## src/rtl/twi_fifo_pkg.sv

```systemverilog
package twi_fifo_pkg;
  // indices of the sticky flags in the flag vector
  localparam int FI_TXO = 0;
  localparam int FI_RXO = 1;
  localparam int FI_RXU = 2;
  localparam int NSTICKY = 3;
endpackage

```

## src/rtl/twi_sfifo.sv

```systemverilog
module twi_sfifo #(
  parameter int W = 8,
  parameter int DEPTH = 16,
  localparam int AW = (DEPTH > 1) ? $clog2(DEPTH) : 1,
  localparam int CW = $clog2(DEPTH + 1)
) (
  input  logic          clk,
  input  logic          rst_n,
  input  logic          flush,
  input  logic          push,
  input  logic [W-1:0]  din,
  input  logic          pop,
  output logic [W-1:0]  dout,
  output logic [CW-1:0] count,
  output logic [CW-1:0] count_nxt,
  output logic          full,
  output logic          empty
);
  logic [W-1:0]  mem [DEPTH];
  logic [AW-1:0] wr_ptr, rd_ptr;

  function automatic logic [AW-1:0] bump(input logic [AW-1:0] p);
    return (p == AW'(DEPTH - 1)) ? '0 : p + 1'b1;
  endfunction

  assign full  = (count == CW'(DEPTH));
  assign empty = (count == '0);
  assign dout  = mem[rd_ptr];

  always_comb begin
    if (flush) count_nxt = '0;
    else       count_nxt = count + CW'(push) - CW'(pop);
  end

  always_ff @(posedge clk or negedge rst_n) begin
    if (!rst_n) begin
      wr_ptr <= '0;
      rd_ptr <= '0;
      count  <= '0;
    end else begin
      count <= count_nxt;
      if (flush) begin
        wr_ptr <= '0;
        rd_ptr <= '0;
      end else begin
        if (push) wr_ptr <= bump(wr_ptr);
        if (pop)  rd_ptr <= bump(rd_ptr);
      end
    end
  end

  always_ff @(posedge clk) begin
    if (push && !flush) mem[wr_ptr] <= din;
  end
endmodule

```

## src/rtl/twi_sticky.sv

```systemverilog
module twi_sticky (
  input  logic clk,
  input  logic rst_n,
  input  logic kill,
  input  logic set,
  input  logic clr,
  output logic q
);
  always_ff @(posedge clk or negedge rst_n) begin
    if (!rst_n)    q <= 1'b0;
    else if (kill) q <= 1'b0;
    else if (set)  q <= 1'b1;
    else if (clr)  q <= 1'b0;
  end
endmodule

```

## src/rtl/twi_fifo_flags.sv

```systemverilog
module twi_fifo_flags
  import twi_fifo_pkg::*;
#(
  parameter int DEPTH = 16,
  parameter int DW = 8,
  localparam int CW = $clog2(DEPTH + 1)
) (
  input  logic          clk,
  input  logic          rst_n,
  input  logic          enable,
  input  logic          hold_full,
  input  logic          bus_idle,
  input  logic [CW-1:0] rx_thresh,
  input  logic          cmd_valid,
  output logic          cmd_ready,
  input  logic [DW:0]   cmd_data,
  output logic          tx_out_valid,
  input  logic          tx_out_ready,
  output logic [DW:0]   tx_out_data,
  input  logic          rx_in_valid,
  input  logic [DW-1:0] rx_in_data,
  output logic          rx_valid,
  input  logic          rx_ready,
  output logic [DW-1:0] rx_data,
  input  logic          clr_tx_over,
  input  logic          clr_rx_over,
  input  logic          clr_rx_under,
  output logic          flag_tx_over,
  output logic          flag_rx_full,
  output logic          flag_rx_over,
  output logic          flag_rx_under,
  output logic [CW-1:0] tx_level,
  output logic [CW-1:0] rx_level,
  output logic          bus_stall
);
  // effective enable: rises with enable, falls only once the bus is idle
  logic en_q, en_nxt;
  assign en_nxt = enable | (en_q & ~bus_idle);

  always_ff @(posedge clk or negedge rst_n) begin
    if (!rst_n) en_q <= 1'b0;
    else        en_q <= en_nxt;
  end

  // transmit FIFO
  logic          tx_full, tx_empty, tx_push, tx_pop;
  logic [CW-1:0] tx_cnt_nxt;

  assign cmd_ready    = en_q & ~tx_full;
  assign tx_push      = cmd_valid & cmd_ready;
  assign tx_out_valid = ~tx_empty;
  assign tx_pop       = tx_out_valid & tx_out_ready;

  twi_sfifo #(.W(DW + 1), .DEPTH(DEPTH)) u_txq (
    .clk(clk), .rst_n(rst_n), .flush(~en_nxt),
    .push(tx_push), .din(cmd_data), .pop(tx_pop),
    .dout(tx_out_data), .count(tx_level), .count_nxt(tx_cnt_nxt),
    .full(tx_full), .empty(tx_empty)
  );

  // receive FIFO, held empty while enable is low
  logic          rx_full, rx_empty, rx_push, rx_pop;
  logic [CW-1:0] rx_cnt_nxt;

  assign rx_push   = rx_in_valid & enable & ~rx_full;
  assign rx_valid  = ~rx_empty;
  assign rx_pop    = rx_valid & rx_ready;
  assign bus_stall = hold_full & enable & rx_full;

  twi_sfifo #(.W(DW), .DEPTH(DEPTH)) u_rxq (
    .clk(clk), .rst_n(rst_n), .flush(~enable),
    .push(rx_push), .din(rx_in_data), .pop(rx_pop),
    .dout(rx_data), .count(rx_level), .count_nxt(rx_cnt_nxt),
    .full(rx_full), .empty(rx_empty)
  );

  // threshold flag from the level this edge will produce
  logic thr_q;
  always_ff @(posedge clk or negedge rst_n) begin
    if (!rst_n) thr_q <= 1'b0;
    else        thr_q <= enable & (rx_cnt_nxt >= rx_thresh);
  end
  assign flag_rx_full = thr_q;

  // sticky flags
  logic [NSTICKY-1:0] f_set, f_clr, f_q;

  always_comb begin
    f_set         = '0;
    f_clr         = '0;
    f_set[FI_TXO] = cmd_valid & en_q & tx_full;
    f_set[FI_RXO] = rx_in_valid & enable & rx_full & ~hold_full;
    f_set[FI_RXU] = rx_ready & rx_empty;
    f_clr[FI_TXO] = clr_tx_over;
    f_clr[FI_RXO] = clr_rx_over;
    f_clr[FI_RXU] = clr_rx_under;
  end

  for (genvar i = 0; i < NSTICKY; i++) begin : g_sticky
    twi_sticky u_flag (
      .clk(clk), .rst_n(rst_n), .kill(~en_nxt),
      .set(f_set[i]), .clr(f_clr[i]), .q(f_q[i])
    );
  end

  assign flag_tx_over  = f_q[FI_TXO];
  assign flag_rx_over  = f_q[FI_RXO];
  assign flag_rx_under = f_q[FI_RXU];
endmodule

```

## config.mk

```make
export PLATFORM = sky130hd
export DESIGN_NAME = twi_fifo_flags
export DESIGN_NICKNAME = d
export VERILOG_FILES = /design/src/rtl/twi_fifo_pkg.sv /design/src/rtl/twi_sfifo.sv /design/src/rtl/twi_sticky.sv /design/src/rtl/twi_fifo_flags.sv
export SDC_FILE = /design/constraint.sdc
export NUM_CORES = 1
export LEC_CHECK = 0
export ABC_AREA = 1
export BUFFER_PORTS_ARGS = -buffer_cell sky130_fd_sc_hd__buf_2
export CAP_MARGIN = 5
export CELL_PAD_IN_SITES_DETAIL_PLACEMENT = 1
export CELL_PAD_IN_SITES_GLOBAL_PLACEMENT = 1
export CORE_AREA = 2 2 192 194
export DETAILED_ROUTE_END_ITERATION = 6
export DIE_AREA = 0 0 194 196
export PLACE_DENSITY = 0.66
export SLEW_MARGIN = 20
export SYNTH_ARGS = -nofsm -noshare
export SYNTH_HDL_FRONTEND = slang
export SYNTH_HIERARCHICAL = 1
export SYNTH_SLANG_ARGS = --single-unit
```

## constraint.sdc

```tcl
create_clock -name clk -period 3.7 [get_ports clk]
set_clock_uncertainty 0.2 [all_clocks]
set_input_delay 0.925 -clock clk [delete_from_list [all_inputs] [get_ports clk]]
set_output_delay 0.925 -clock clk [all_outputs]
set_load 0.03 [all_outputs]
```

**After elaboration in Yosys (flattened, before gate mapping)**

Memories as Yosys holds them, arrays and structs flattened.
Index checks and enable logic that the tools add are counted.

- Reduce and logical (&&, ||, !) cells: 4
- Equal/unequal tests: 13
- Bitwise gates (word level): 22
- Order comparisons: 1
- Mux-type cells: 27
- $add $sub $neg: 8

Operators with widths:

| cell | number |
|---|---|
| $mux W4 | 12 |
| $add A4 B1 Y4 const B | 4 |
| $eq A4 B4 Y1 const B | 4 |
| $and A1 B1 Y1 | 15 |
| $mux W1 | 13 |
| $add A5 B1 Y5 | 2 |
| $eq A5 B5 Y1 const B | 2 |
| $logic_not A5 Y1 | 2 |
| $mux W5 | 2 |
| $sub A5 B1 Y5 | 2 |
| $ne A3 B2 Y1 const B | 3 |
| $ne A2 B1 Y1 const B | 4 |
| $not A1 Y1 | 6 |
| $ge A5 B5 Y1 | 1 |
| $logic_and A1 B1 Y1 | 2 |
| $or A1 B1 Y1 | 1 |

- Flip-flop bits (word level): 31
- Memories kept: 2
- Output and inout port bits: 35
- Bits of input ports: 34
- Word-level logic and storage cells: 88
- Bits in writable memories: 272

Memory list:

| memory | depth | bits a word | read ports | clocked after memory_dff | write ports | RTL line | RTL |
|---|---|---|---|---|---|---|---|
| u_txq.mem | 16 | 9 | 1 | 0 | 1 | twi_sfifo.sv:19 | `logic [W-1:0] mem [DEPTH];` |
| u_rxq.mem | 16 | 8 | 1 | 0 | 1 | twi_sfifo.sv:19 |  |

**Longest topological paths before layout**

- Word-level depth: 8
- Depth in mapped cells: 21
- Gate-level depth less buffers: 21

**By module**

The synthesis kept the hierarchy.

Modules (own cells, without submodules):

| module | area an instance (sq um) | instances | cells an instance |
|---|---|---|---|
| twi_sfifo (u_txq) | 7143.1 | 1 | 740 |
| twi_sfifo (u_rxq) | 6286.0 | 1 | 617 |
| twi_fifo_flags | 289.0 | 1 | 50 |
| twi_sticky | 45.0 | 3 | 5 |

**Worst setup path after synthesis**

No wires, ideal clock.

- Kind: flip-flop to flip-flop
- From: register u_rxq.count[2]
- To: register thr_q (netlist: flag_rx_full)
- Required time: 3379 ps
- Cell stages (with the launch flop): 19
- Arrival time: 3101 ps
- Setup time: 121 ps
- Path buffers: 0
- Period minus slack after synthesis: 3422 ps
- Path slack: 278 ps
- Cell sequence: dfrtp_1 inv_1 ha_1 nand3_1 nor2_1 nor2_1 ha_1 inv_1 ha_1 inv_1 fa_1 nand3b_1 a21oi_1 nor2_1 ha_1 a21oi_1 nand2_1 nor2_1 nor2_1

- Elaborated cells between the ends (all ways): 11
- Those cells by class: add/sub: 2; order compare: 1; eq/ne: 1; mux: 1; bitwise: 5; reduce/logical: 1

RTL lines:

| item | RTL line | RTL |
|---|---|---|
| start: declaration | twi_sfifo.sv:14 | `output logic [CW-1:0] count,` |
| start signal: assignment | twi_sfifo.sv:41 | `count <= count_nxt;` |
| $logic_not A5 Y1 | twi_sfifo.sv:27 | `assign empty = (count == '0);` |
| net rx_empty | twi_fifo_flags.sv:62 | `logic rx_full, rx_empty, rx_push, rx_pop;` |
| $not A1 Y1 | twi_fifo_flags.sv:66 | `assign rx_valid = ~rx_empty;` |
| $and A1 B1 Y1 | twi_fifo_flags.sv:67 | `assign rx_pop = rx_valid & rx_ready;` |
| net rx_pop | twi_fifo_flags.sv:62 |  |
| $sub A5 B1 Y5 | twi_sfifo.sv:32 | `else count_nxt = count + CW'(push) - CW'(pop);` |
| $mux W5 | twi_sfifo.sv:31 | `if (flush) count_nxt = '0;` |
| net rx_cnt_nxt[4] | twi_fifo_flags.sv:63 | `logic [CW-1:0] rx_cnt_nxt;` |
| $ge A5 B5 Y1 | twi_fifo_flags.sv:81 | `else thr_q <= enable & (rx_cnt_nxt >= rx_thresh);` |
| $and A1 B1 Y1 | twi_fifo_flags.sv:81 |  |
| end signal: assignment | twi_fifo_flags.sv:81 |  |
| end: declaration | twi_fifo_flags.sv:78 | `logic thr_q;` |

The timed path passes the listed nets, and every way through them passes these cells.
A chain may end at the register's enable or synchronous reset.

**Worst setup path after layout**

- From: register u_txq.rd_ptr[0]
- To: output tx_out_data[3]

- Longest elaborated chain between the ends: 1

Ends and longest elaborated chain:

| item | RTL line | RTL |
|---|---|---|
| start: declaration | twi_sfifo.sv:20 | `logic [AW-1:0] wr_ptr, rd_ptr;` |
| start signal: assignment | twi_sfifo.sv:47 | `if (pop) rd_ptr <= bump(rd_ptr);` |
| $mem_v2 Z16 W9 | -- |  |
| end: declaration | twi_fifo_flags.sv:19 | `output logic [DW:0] tx_out_data,` |

No other way between the ends.

==> flow_summary.yaml <==
synthesis:
  synth_fp_nets: 1485
  netlist_area_mm2: 0.0139
  yosys_warnings: 6
  yosysUniqueCellTypes: 30
  synth_seq_cells: 303
  synth_edf_count: 272
  ys.flop_type: "edfxtp_1"
  synth.avg_cell_area_um2: 9.74
  async_flop_share: 0.102
  synth_seq_area_share: 0.646
  synth_cells: 1422
setup_path:
  cp.arrival_ps: 2390
  worst_path_most_repeated_cell: "nand2_1"
  cpPeakStageDelay_ps: 420
  cp_top_family: "buffers and inverters"
  worstSetupStartpoint: "u_txq/rd_ptr[0]"
  cp_max_fo: 18
  r2r.worst_path.cells: 19
  start_kind: "register"
  reg2reg_to: "flag_rx_full"
  critPathSlowestCell: "dfrtp_2"
  worstPathCellList: "inv_2 -> buf_4 -> nand2_1 -> nand2_1 -> nand2_1 -> nand3_1 -> nand3_1 -> nand2_1 -> buf_2"
  r2r-start: "u_rxq/count[3]"
  path_depth: 9
  required_ps: 2570
  cp_num_buf_inv: 3
  r2r_slack_ps: 290
  critPathKind: "register to primary output"
  endpoint: "tx_out_data[3]"
  crit_path_end_kind: "primary output"
final_layout:
  final_net_count: 1597
  multiInputGateArea_mm2: 0.00366
  regArea_mm2: 0.00895
  layout_common_cells: "472 x nand2_1, 272 x edfxtp_1, 250 x inv_1, 152 x nand3_1, 111 x nor2_1"
  drive_gt1_frac: 0.124
  n_antenna_cell: 0
  area_delta_synth_final_pct: 16.3
  final_cell_area_mm2: 0.0161
  final_common_cell: "nand2_1"
  nFillCells: 4079
clocking:
  cts_buffers: 36
  clockBufferDepth: 3
  cts_max_level: 2
  cts_sinks: 303
  tritoncts: "built"
  cts_root_buffer: "clkbuf_16"
  worst_skew_pair.late_latency_ps: 530
  clk_pin_slew_ps: 60
  hold_buffers: 0
global_route:
  gr-total-overflow: 0
  antenna_found_initial: 0
  grt_max_degree: 85
  grtUsageTotal: 0.189
  grt_pass1_vias: 10300
  grt_pass1_wl_um: 55700
drt:
  wl_met1_um: 15100
  vias: 9670
  top_layer: "met4"
  routedWlPerCell_um: 17.2
  drt_iter0_markers: 452
  wl_met3_um: 1230
  vias_per_cell: 4.77
  antenna_left: 0
  wirelength_um: 34900
  wl_met2_um: 17800
  drc_errors: 0
  firstDrtPassIters: 4
floorplan:
  core_mm2: 0.0361
  fp.dieW_um: 194
  floorplan.rows: 70
  initial_core_util: 0.384
  design.portCount: 69
  dieArea_mm2: 0.0380
  die_h_um: 196
power:
  p_leak_nw: 7.15
  p_per_area_mw_per_mm2: 644
  irDropWorstVdd_v: 0.000435
place:
  gp_congestion: 0.764
  placed_cell_area_mm2: 0.0149
  port_buffers: 68
  hpwl_um: 22400
  place_ws_ps: 146
sta:
  rsz0062_at_grt: "false"
  tightest_slew_ps: 981
  setup_tns_ps: 0
  fmax_mhz: 284
  max_slew_margin: 0.343
  timing.final.crit_share: 0.950
  fin_crit_ps: 3520
  timing.final.hold_violations: 0
  slew_violations: 0
  setup_slack_ps: 184
  setup_viol: 0
status:
  status: "completed"
min_path:
  hold_path.class: "primary input to async pin"
run:
  max_cap_viol_count: 0
==> layout make-up <==
cell class,instances,area share
clock inverter,20,0.0118
clock buffer,45,0.0607
multi-input combinational,814,0.228
sequential,303,0.555
tap,468,0.0364
timing repair buffer,120,0.0477
inverter,259,0.0605
==> power by group <==
group          internal (mW)  switching, mW
Clock                   2.09           1.40
Sequential              3.86          0.108
Combinational          0.870           2.03
==> sequential cells by signal (all words and copies together) (netlist names) <==
register	flops
flag_rx_full	1
u_rxq/wr_ptr	4
u_rxq/rd_ptr	4
u_rxq/mem	128
g_sticky.u_flag/q	3
u_txq/mem	144
u_txq/rd_ptr	4
u_txq/wr_ptr	4
en_q	1
u_txq/count	5
u_rxq/count	5
==> synth_stat cells (all sizes together) (3+ instances only) <==
| library cell | number | area (µm²) |
|---|---|---|
| o21ai | 14 | 70.1 |
| nand2 | 473 | 1780 |
| buf | 39 | 246 |
| dfrtp | 31 | 776 |
| xor2 | 5 | 43.8 |
| inv | 257 | 967 |
| nor2 | 113 | 440 |
| o22ai | 3 | 18.8 |
| nand3 | 157 | 811 |
| clkbuf | 7 | 26.3 |
| a21oi | 15 | 86.3 |
| edfxtp | 272 | 8170 |
| ha | 27 | 338 |
==> logic make-up after synthesis <==
group,after synthesis,share of synthesized area
DFF,303,0.646
AOI/OAI and AO/OA,32,0.0126
buffers and inverters,305,0.0900
xor gates and xnor gates,5,0.00316
and+or+nand+nor,748,0.221
adders and majority gates,29,0.0273
==> per-stage QoR <==
stage | utilization | hold WS (ps) | total power, mW | cells
floorplan | - | 330 | 6.07 | 1422
global placement | 0.414 | 329 | 6.90 | 1964
detailed placement | 0.414 | 325 | 6.98 | 1964
CTS | 0.446 | 288 | 10.5 | 2029
global route | 0.446 | 321 | 11.0 | 2029
finish | 0.446 | 286 | 10.4 | 2029
==> worst register-to-register path, cell delays in order (launching register included) <==
cell and delay (ps):
dfrtp_1 410, inv_1 110, ha_1 180, nand3_1 130, nor2_2 140, nor2_1 80, ha_1 290, inv_1 60
ha_1 150, inv_1 50, fa_1 390, nand3b_1 200, nand3_1 100, nand2_1 60, nor2_1 130, ha_1 270
a21oi_1 160, nand2_1 70, nor2_1 90, nor2_1 50
==> how the worst min path moves through the flow <==
| stage | to | slack (ps) |
|---|---|---|
| global route | u_rxq/count[3] | 320 |
| finish | u_rxq/count[3] | 290 |
| floorplan | u_rxq/wr_ptr[0] | 330 |
| global placement | g_sticky[0].u_flag/q | 330 |
| detailed placement | g_sticky[2].u_flag/q | 320 |
| CTS | u_rxq/count[3] | 290 |
==> what timing repair did <==
item                                   4_1_cts  5_1_grt
setup endpoints to repair                    0        1
setup buffers                                0        0
gates resized for setup                      0        1
endpoints found under the hold margin        0        0
==> per-layer routing <==
layer | GRT usage | vias to the layer above
met5 | 0 | -
met4 | 0.0598 | 0
met3 | 0.0376 | 49
met2 | 0.342 | 137
met1 | 0.225 | 4755
li1 | - | 4729
(Power assumes the default switching activity.)
